<file path="config.mk">
export PLATFORM = sky130hd
export DESIGN_NAME = gpio_edge_port
export DESIGN_NICKNAME = d
export VERILOG_FILES = /design/src/rtl/gpio_pkg.sv /design/src/rtl/gpio_sync.sv /design/src/rtl/gpio_edge_detect.sv /design/src/rtl/gpio_regs.sv /design/src/rtl/gpio_edge_port.sv
export SDC_FILE = /design/constraint.sdc
export NUM_CORES = 1
export LEC_CHECK = 0
export ABC_AREA = 0
export BUFFER_PORTS_ARGS = -buffer_cell sky130_fd_sc_hd__buf_4
export CORE_MARGIN = 2
export CORE_UTILIZATION = 50
export DETAILED_ROUTE_END_ITERATION = 16
export PLACE_DENSITY = 0.8
export SKIP_CTS_REPAIR_TIMING = 1
export SYNTH_ARGS = -nofsm -noshare
export SYNTH_HDL_FRONTEND = slang
export SYNTH_SLANG_ARGS = --single-unit
</file>
<file path="constraint.sdc">
create_clock -name clk -period 2 [get_ports clk]
set_input_delay 0.4 -clock clk [delete_from_list [all_inputs] [get_ports clk]]
set_output_delay 0.4 -clock clk [all_outputs]
set_load 0.005 [all_outputs]
</file>
<file path="src/rtl/gpio_pkg.sv">
package gpio_pkg;

    // Build-time choice of what raises the interrupt
    typedef enum logic [1:0] {
        TRIG_RISE  = 2'd0,
        TRIG_FALL  = 2'd1,
        TRIG_BOTH  = 2'd2,
        TRIG_LEVEL = 2'd3
    } trig_mode_e;

    // Word-address selection of the four registers
    typedef enum logic [1:0] {
        SEL_DATA = 2'd0,
        SEL_DIR  = 2'd1,
        SEL_MASK = 2'd2,
        SEL_CAP  = 2'd3
    } reg_sel_e;

    localparam int unsigned BUS_W = 32;

endpackage

</file>
<file path="src/rtl/gpio_sync.sv">
module gpio_sync #(
    parameter int unsigned WIDTH = 8
) (
    input  logic             clk,
    input  logic             rst_n,
    input  logic [WIDTH-1:0] raw_in,
    output logic [WIDTH-1:0] sync_out
);

    // Two flops per pin; each bit is an independent crossing
    for (genvar i = 0; i < WIDTH; i++) begin : g_pin
        logic stage1_q;
        logic stage2_q;

        always_ff @(posedge clk or negedge rst_n) begin
            if (!rst_n) begin
                stage1_q <= 1'b0;
                stage2_q <= 1'b0;
            end else begin
                stage1_q <= raw_in[i];
                stage2_q <= stage1_q;
            end
        end

        assign sync_out[i] = stage2_q;
    end

endmodule

</file>
<file path="src/rtl/gpio_edge_detect.sv">
module gpio_edge_detect
    import gpio_pkg::*;
#(
    parameter int unsigned WIDTH   = 8,
    parameter trig_mode_e  TRIGGER = TRIG_BOTH
) (
    input  logic             clk,
    input  logic             rst_n,
    input  logic [WIDTH-1:0] level,
    output logic [WIDTH-1:0] event_o
);

    logic [WIDTH-1:0] prev_q;
    logic [WIDTH-1:0] rise;
    logic [WIDTH-1:0] fall;

    always_ff @(posedge clk or negedge rst_n) begin
        if (!rst_n) begin
            prev_q <= '0;
        end else begin
            prev_q <= level;
        end
    end

    assign rise = level & ~prev_q;
    assign fall = prev_q & ~level;

    always_comb begin
        unique case (TRIGGER)
            TRIG_RISE:  event_o = rise;
            TRIG_FALL:  event_o = fall;
            TRIG_BOTH:  event_o = rise | fall;
            default:    event_o = '0;
        endcase
    end

endmodule

</file>
<file path="src/rtl/gpio_regs.sv">
module gpio_regs
    import gpio_pkg::*;
#(
    parameter int unsigned WIDTH = 8
) (
    input  logic             clk,
    input  logic             rst_n,
    input  logic             wr,
    input  logic             rd,
    input  reg_sel_e         sel,
    input  logic [WIDTH-1:0] wdata,
    input  logic [WIDTH-1:0] pin_lvl,
    input  logic [WIDTH-1:0] edge_evt,
    output logic [WIDTH-1:0] out_q,
    output logic [WIDTH-1:0] dir_q,
    output logic [WIDTH-1:0] mask_q,
    output logic [WIDTH-1:0] cap_q,
    output logic [WIDTH-1:0] rdata_q
);

    logic [WIDTH-1:0] clr_bits;
    logic [WIDTH-1:0] rd_mux;

    assign clr_bits = (wr && sel == SEL_CAP) ? wdata : '0;

    always_ff @(posedge clk or negedge rst_n) begin
        if (!rst_n) begin
            out_q  <= '0;
            dir_q  <= '0;
            mask_q <= '0;
        end else if (wr) begin
            unique case (sel)
                SEL_DATA: out_q  <= wdata;
                SEL_DIR:  dir_q  <= wdata;
                SEL_MASK: mask_q <= wdata;
                default:  ;
            endcase
        end
    end

    // Clear first, then set: a coincident edge keeps the bit
    always_ff @(posedge clk or negedge rst_n) begin
        if (!rst_n) begin
            cap_q <= '0;
        end else begin
            cap_q <= (cap_q & ~clr_bits) | edge_evt;
        end
    end

    always_comb begin
        unique case (sel)
            SEL_DATA: rd_mux = pin_lvl;
            SEL_DIR:  rd_mux = dir_q;
            SEL_MASK: rd_mux = mask_q;
            default:  rd_mux = cap_q;
        endcase
    end

    always_ff @(posedge clk or negedge rst_n) begin
        if (!rst_n) begin
            rdata_q <= '0;
        end else if (rd) begin
            rdata_q <= rd_mux;
        end
    end

endmodule

</file>
<file path="src/rtl/gpio_edge_port.sv">
module gpio_edge_port
    import gpio_pkg::*;
#(
    parameter int unsigned PIN_COUNT = 8,
    parameter trig_mode_e  TRIGGER   = TRIG_BOTH
) (
    input  logic                 clk,
    input  logic                 rst_n,
    input  logic [1:0]           bus_addr,
    input  logic                 bus_wr,
    input  logic                 bus_rd,
    input  logic [31:0]          bus_wdata,
    output logic [31:0]          bus_rdata,
    input  logic [PIN_COUNT-1:0] pin_in,
    output logic [PIN_COUNT-1:0] pin_out,
    output logic [PIN_COUNT-1:0] pin_oe,
    output logic                 irq
);

    localparam int unsigned PAD_W = BUS_W - PIN_COUNT;

    logic [PIN_COUNT-1:0] pin_lvl;
    logic [PIN_COUNT-1:0] edge_evt;
    logic [PIN_COUNT-1:0] dir_q;
    logic [PIN_COUNT-1:0] mask_q;
    logic [PIN_COUNT-1:0] cap_q;
    logic [PIN_COUNT-1:0] rdata_q;
    logic                 unused_wdata;
    reg_sel_e             sel;

    assign sel          = reg_sel_e'(bus_addr);
    assign unused_wdata = ^bus_wdata;

    gpio_sync #(.WIDTH(PIN_COUNT)) u_sync (
        .clk      (clk),
        .rst_n    (rst_n),
        .raw_in   (pin_in),
        .sync_out (pin_lvl)
    );

    gpio_edge_detect #(.WIDTH(PIN_COUNT), .TRIGGER(TRIGGER)) u_edge (
        .clk     (clk),
        .rst_n   (rst_n),
        .level   (pin_lvl),
        .event_o (edge_evt)
    );

    gpio_regs #(.WIDTH(PIN_COUNT)) u_regs (
        .clk      (clk),
        .rst_n    (rst_n),
        .wr       (bus_wr),
        .rd       (bus_rd),
        .sel      (sel),
        .wdata    (bus_wdata[PIN_COUNT-1:0]),
        .pin_lvl  (pin_lvl),
        .edge_evt (edge_evt),
        .out_q    (pin_out),
        .dir_q    (dir_q),
        .mask_q   (mask_q),
        .cap_q    (cap_q),
        .rdata_q  (rdata_q)
    );

    assign pin_oe = dir_q;

    if (PAD_W > 0) begin : g_pad
        assign bus_rdata = {{PAD_W{1'b0}}, rdata_q};
    end else begin : g_full
        assign bus_rdata = rdata_q;
    end

    if (TRIGGER == TRIG_LEVEL) begin : g_irq_level
        assign irq = |(pin_lvl & mask_q);
    end else begin : g_irq_edge
        assign irq = |(cap_q & mask_q);
    end

endmodule

</file>
==> Word-level counts from Yosys, hierarchy flattened <==
Cells that the tools add are included.
{ "word_totals": {"word_cells": 42, "input_bits": 46, "output_inout_bits": 49, "reg_bits": 64} }
{ "classes": {"n_eq_ne": 3, "n_mux": 2, "n_reduce_logical": 6, "bitwise_logic": 9} }
{ "ops": {"columns": ["cell", "count"], "rows": [
  ["8-bit AND", 4],
  ["8-bit inverter", 3],
  ["8-bit case mux with 3 select lines", 1],
  ["8-bit bitwise OR", 2],
  ["8-bit two-way mux", 1],
  ["8-bit OR reduction", 1],
  ["2-bit AND reduction", 3],
  ["2-bit equality test, second input constant", 2],
  ["2-bit by 1-bit equality test with 1-bit output, second input constant", 1],
  ["2-bit zero test", 1],
  ["1-bit logical AND", 1]
]} }

==> Depth between registers and ports, before layout <==
{ "logic_depth": {"ltp_word": 6, "ltp_mapped": 4, "ltp_nobuf": 2} }

==> Cells and area by module <==
A second synthesis with hierarchy kept.
{ "hier_totals": {"cells_unflattened": 193, "hier_area_um2": 2715.1} }
{ "by_module_without_submodules": {"columns": ["module", "seq_area_each_um2", "cells_per_inst", "area_per_inst_um2", "n_inst"], "rows": [
  ["gpio_regs", 1001.0, 123, 1764.2, 1],
  ["gpio_sync", 400.4, 24, 460.4, 1],
  ["gpio_edge_detect", 200.2, 16, 270.3, 1],
  ["gpio_edge_port", 0.0, 30, 220.2, 1]
]} }

==> Worst setup path before layout <==
Ideal clock, no wire load.
{ "synth_path": {"kind": "in2reg", "startpoint": "input bus_addr[0]", "endpoint": "register u_regs.out_q[0]", "setup_slack_ns": 0.660, "arrival_time_ns": 1.215, "t_required_ns": 1.875, "setup_time_ns": 0.125, "path_buffers": 1, "cell_stages": 3, "path_cell_list": "buf_6 > nor3b_4 > mux2_2"} }
{ "synth_via": {"elab_chain_len": 2} }
{ "synth_rtl": {"columns": ["element", "line", "text"], "rows": [
  ["from (decl)", "gpio_edge_port.sv:9", "input logic [1:0] bus_addr,"],
  ["2-bit zero test", "gpio_regs.sv:32", "unique case (sel)"],
  ["2-bit AND reduction (no source line)", null, null],
  ["to (signal assigned)", "gpio_regs.sv:33", "SEL_DATA: out_q <= wdata;"],
  ["to (decl)", "gpio_regs.sv:14", "output logic [WIDTH-1:0] out_q,"]
]} }
Every way passes these cells.
A chain may end at the register's enable or synchronous reset.

==> Worst setup path in the final report <==
{ "layout_path": {"startpoint": "register u_regs.cap_q[2]", "endpoint": "output irq"} }
{ "layout_via": {"elab_chain_len": 2} }
{ "layout_rtl": {"columns": ["element", "line", "text"], "rows": [
  ["from (decl)", "gpio_regs.sv:17", "output logic [WIDTH-1:0] cap_q,"],
  ["from (signal assigned)", "gpio_regs.sv:46", "cap_q <= (cap_q & ~clr_bits) | edge_evt;"],
  ["8-bit AND", "gpio_edge_port.sv:75", "assign irq = |(cap_q & mask_q);"],
  ["8-bit OR reduction", "gpio_edge_port.sv:75", null],
  ["to (decl)", "gpio_edge_port.sv:17", "output logic irq"]
]} }
Every way passes these cells.

==> results.sh <==
export IMPL_cp_cell_sequence="a22oi_1, nand4_1, buf_4"
export IMPL_yosysTopAreaCellShare=0.603
export IMPL_first_pass_iters=4
export IMPL_htreeDepth=3
export IMPL_synth_ff_type="dfrtp_1"
export IMPL_core_mm2=0.00511
export IMPL_cts_root_buf="clkbuf_8"
export IMPL_rsz0062_at_grt="false"
export IMPL_die_w_um=76.9
export IMPL_final_nets=282
export IMPL_fin_setup_tns_ps=0
export IMPL_diodes=0
export IMPL_arrival_ps=1300
export IMPL_dr_total_vias=1555
export IMPL_seq_area_frac_synth=0.603
export IMPL_syn_inst=185
export IMPL_cts_buffer_depth=2
export IMPL_crit_type="reg -> out"
export IMPL_antenna_found_initial=0
export IMPL_clk_pin_slew_ps=70
export IMPL_synth_area_leaders="dfrtp_1, mux2_2, buf_4"
export IMPL_dp_cells=295
export IMPL_rr_worst_depth=2
export IMPL_status="complete, no violations"
export IMPL_synth_seq_cells=64
export IMPL_synthToLayoutAreaGrowth_pct=18.4
export IMPL_drc_errors=0
export IMPL_crit_slowest_cell="dfrtp_1"
export IMPL_fin_skew_ps=9.01
export IMPL_ys_types=18
export IMPL_power_density_mw_per_mm2=955
export IMPL_max_cap_violations=0
export IMPL_rows=26
export IMPL_cpPeakStageDelay_ps=410
export IMPL_grt_pass1_wl_um=7970
export IMPL_yosys_warnings=0
export IMPL_syn_area_per_cell_um2=14.4
export IMPL_yosys_area_top_type="dfrtp_1"
export IMPL_grt_max_degree=65
export IMPL_syn_area_mm2=0.00266
export IMPL_die_area_mm2=0.00591
export IMPL_drv_slew=0
export IMPL_worstMarginPinSlew_ps=771
export IMPL_endpoint_kind="output pin"
export IMPL_cts_inserted_buffers=9
export IMPL_synth_edf_count=0
export IMPL_fin_cells=311
export IMPL_initial_utilization=0.520
export IMPL_critical_path_top_delay_family="flip-flops"
export IMPL_setup_violations_final=0
export IMPL_async_flop_share=1.00
export IMPL_clock_sink_count=64
export IMPL_clk_latency_ps=330
export IMPL_finalCriticalPeriod_ps=1700
export IMPL_fin_crit_sh=0.851
export IMPL_required_ps=1600
export IMPL_totalWireLength_um=4900
export IMPL_io_buffers=46
export IMPL_nFillCells=418
export IMPL_max_freq_ghz=0.587
export IMPL_drtIter0Drc=116
export IMPL_critPathBufInv=1
export IMPL_cts_tree="built"
export IMPL_dieHeight_um=76.9
export IMPL_ant_nets=0
export IMPL_via_per_inst=5.00
export IMPL_place_hpwl_um=3120
export IMPL_grt_use_total=0.181
export IMPL_hold_class="in -> async"
export IMPL_p_leak_nw=1.46
export IMPL_post_route_cells_drive_above_1_share=0.369
export IMPL_drt_wirelength_per_cell_um=15.7
export IMPL_io_pins=95
export IMPL_path_max_fanout=3
export IMPL_gp_congestion=0.779
export IMPL_grt_overflow=0
export IMPL_start_kind="flop"
export IMPL_hold_viol=0
export IMPL_timing_max_slew_rel_slack=0.486
export IMPL_grt_pass1_vias=1560
export IMPL_ir_drop_mv=0.620
export IMPL_cp_depth=3
[cells by family after synthesis]
kind of cell	after synthesis	share of synthesized area
other	1	0.00141
flip-flops	64	0.603
buffers and inverters	30	0.0839
AND/OR/NAND/NOR	22	0.0627
AO/OA/AOI/OAI	20	0.0603
XOR/XNOR	8	0.0264
multiplexers	40	0.162
[power breakdown]
| part | internal, mW | total [mW] | switching, mW |
|---|---|---|---|
| clock | 0.517 | 1.00 | 0.486 |
| combinational | 0.267 | 0.457 | 0.190 |
| sequential | 1.44 | 1.54 | 0.0981 |
[final timing paths]
kind,start,to,slack [ps]
setup / recovery,u_regs.cap_q[2]$_DFF_PN0_,irq,300
hold / removal,rst_n,u_regs.out_q[5]$_DFFE_PN0P_,150
setup reg to reg,u_regs.dir_q[7]$_DFFE_PN0P_,u_regs.rdata_q[7]$_DFFE_PN0P_,1130
hold reg to reg,u_sync.g_pin[5].stage1_q$_DFF_PN0_,u_sync.g_pin[5].stage2_q$_DFF_PN0_,350
max in group asynchronous,rst_n,u_sync.g_pin[4].stage1_q$_DFF_PN0_,1340
min in group clk,pin_in[6],u_sync.g_pin[6].stage1_q$_DFF_PN0_,170
[layout make-up]
cell class                 count  area [µm²]  area share
multi-input combinational    114         917       0.292
clock inverter                 4        28.8     0.00916
tap                           70        87.6      0.0279
clock buffer                  12         155      0.0494
timing repair buffer          47         353       0.112
sequential                    64        1600       0.510
[routing by layer]
metal / GRT usage / vias to the layer above / part of all wire
li1: - / 715 / -
met1: 0.248 / 783 / 0.46
met2: 0.261 / 55 / 0.48
met3: 0.0647 / 2 / 0.051
met4: 0.0764 / 0 / 0.0053
met5: 0 / - / 0
[flip-flops by register name, summed over array words and instances (netlist names)]
name / cells
u_regs.out_q: 8
u_regs.dir_q: 8
u_sync.g_pin.stage2_q: 8
u_edge.prev_q: 8
u_regs.rdata_q: 8
u_regs.mask_q: 8
u_sync.g_pin.stage1_q: 8
u_regs.cap_q: 8
[synthesized netlist by cell type (4+ instances only)]
| master | n |
|---|---|
| a21o_1 | 8 |
| a22oi_1 | 4 |
| buf_4 | 27 |
| dfrtp_1 | 64 |
| mux2_2 | 24 |
| mux2i_1 | 16 |
| nand2b_1 | 9 |
| nand4_1 | 9 |
| o221ai_1 | 8 |
| xor2_1 | 8 |
[cell usage in the layout (no fill, tap or decap), drive strengths merged]
cell type  synthesis  final
buf               29     47
a22oi              4      4
nor3b              1      1
conb               1     24
clkbuf             1     12
nand2b             9      9
xor2               8      8
a21o               8      8
nand4              9      9
mux2              24     24
clkinv             0      2
nand3b             2      2
nand2              1      1
mux2i             16     16
clkinvlp           0      2
o221ai             8      8
dfrtp             64     64
[metrics by stage]
stage          worst slack, ps   util  instance area, µm²  hold slack, ps  total power [mW]
6_report                   297  0.615                3140             149              3.00
2_1_floorplan              660      -                2740             104              1.81
3_3_place_gp               396  0.579                2960             333              2.01
4_1_cts                    294  0.615                3140             148              3.04
3_5_place_dp               386  0.579                2960             335              2.03
5_1_grt                    237  0.615                3140             131              3.17
Note: power is estimated with default switching activity, not from simulation.
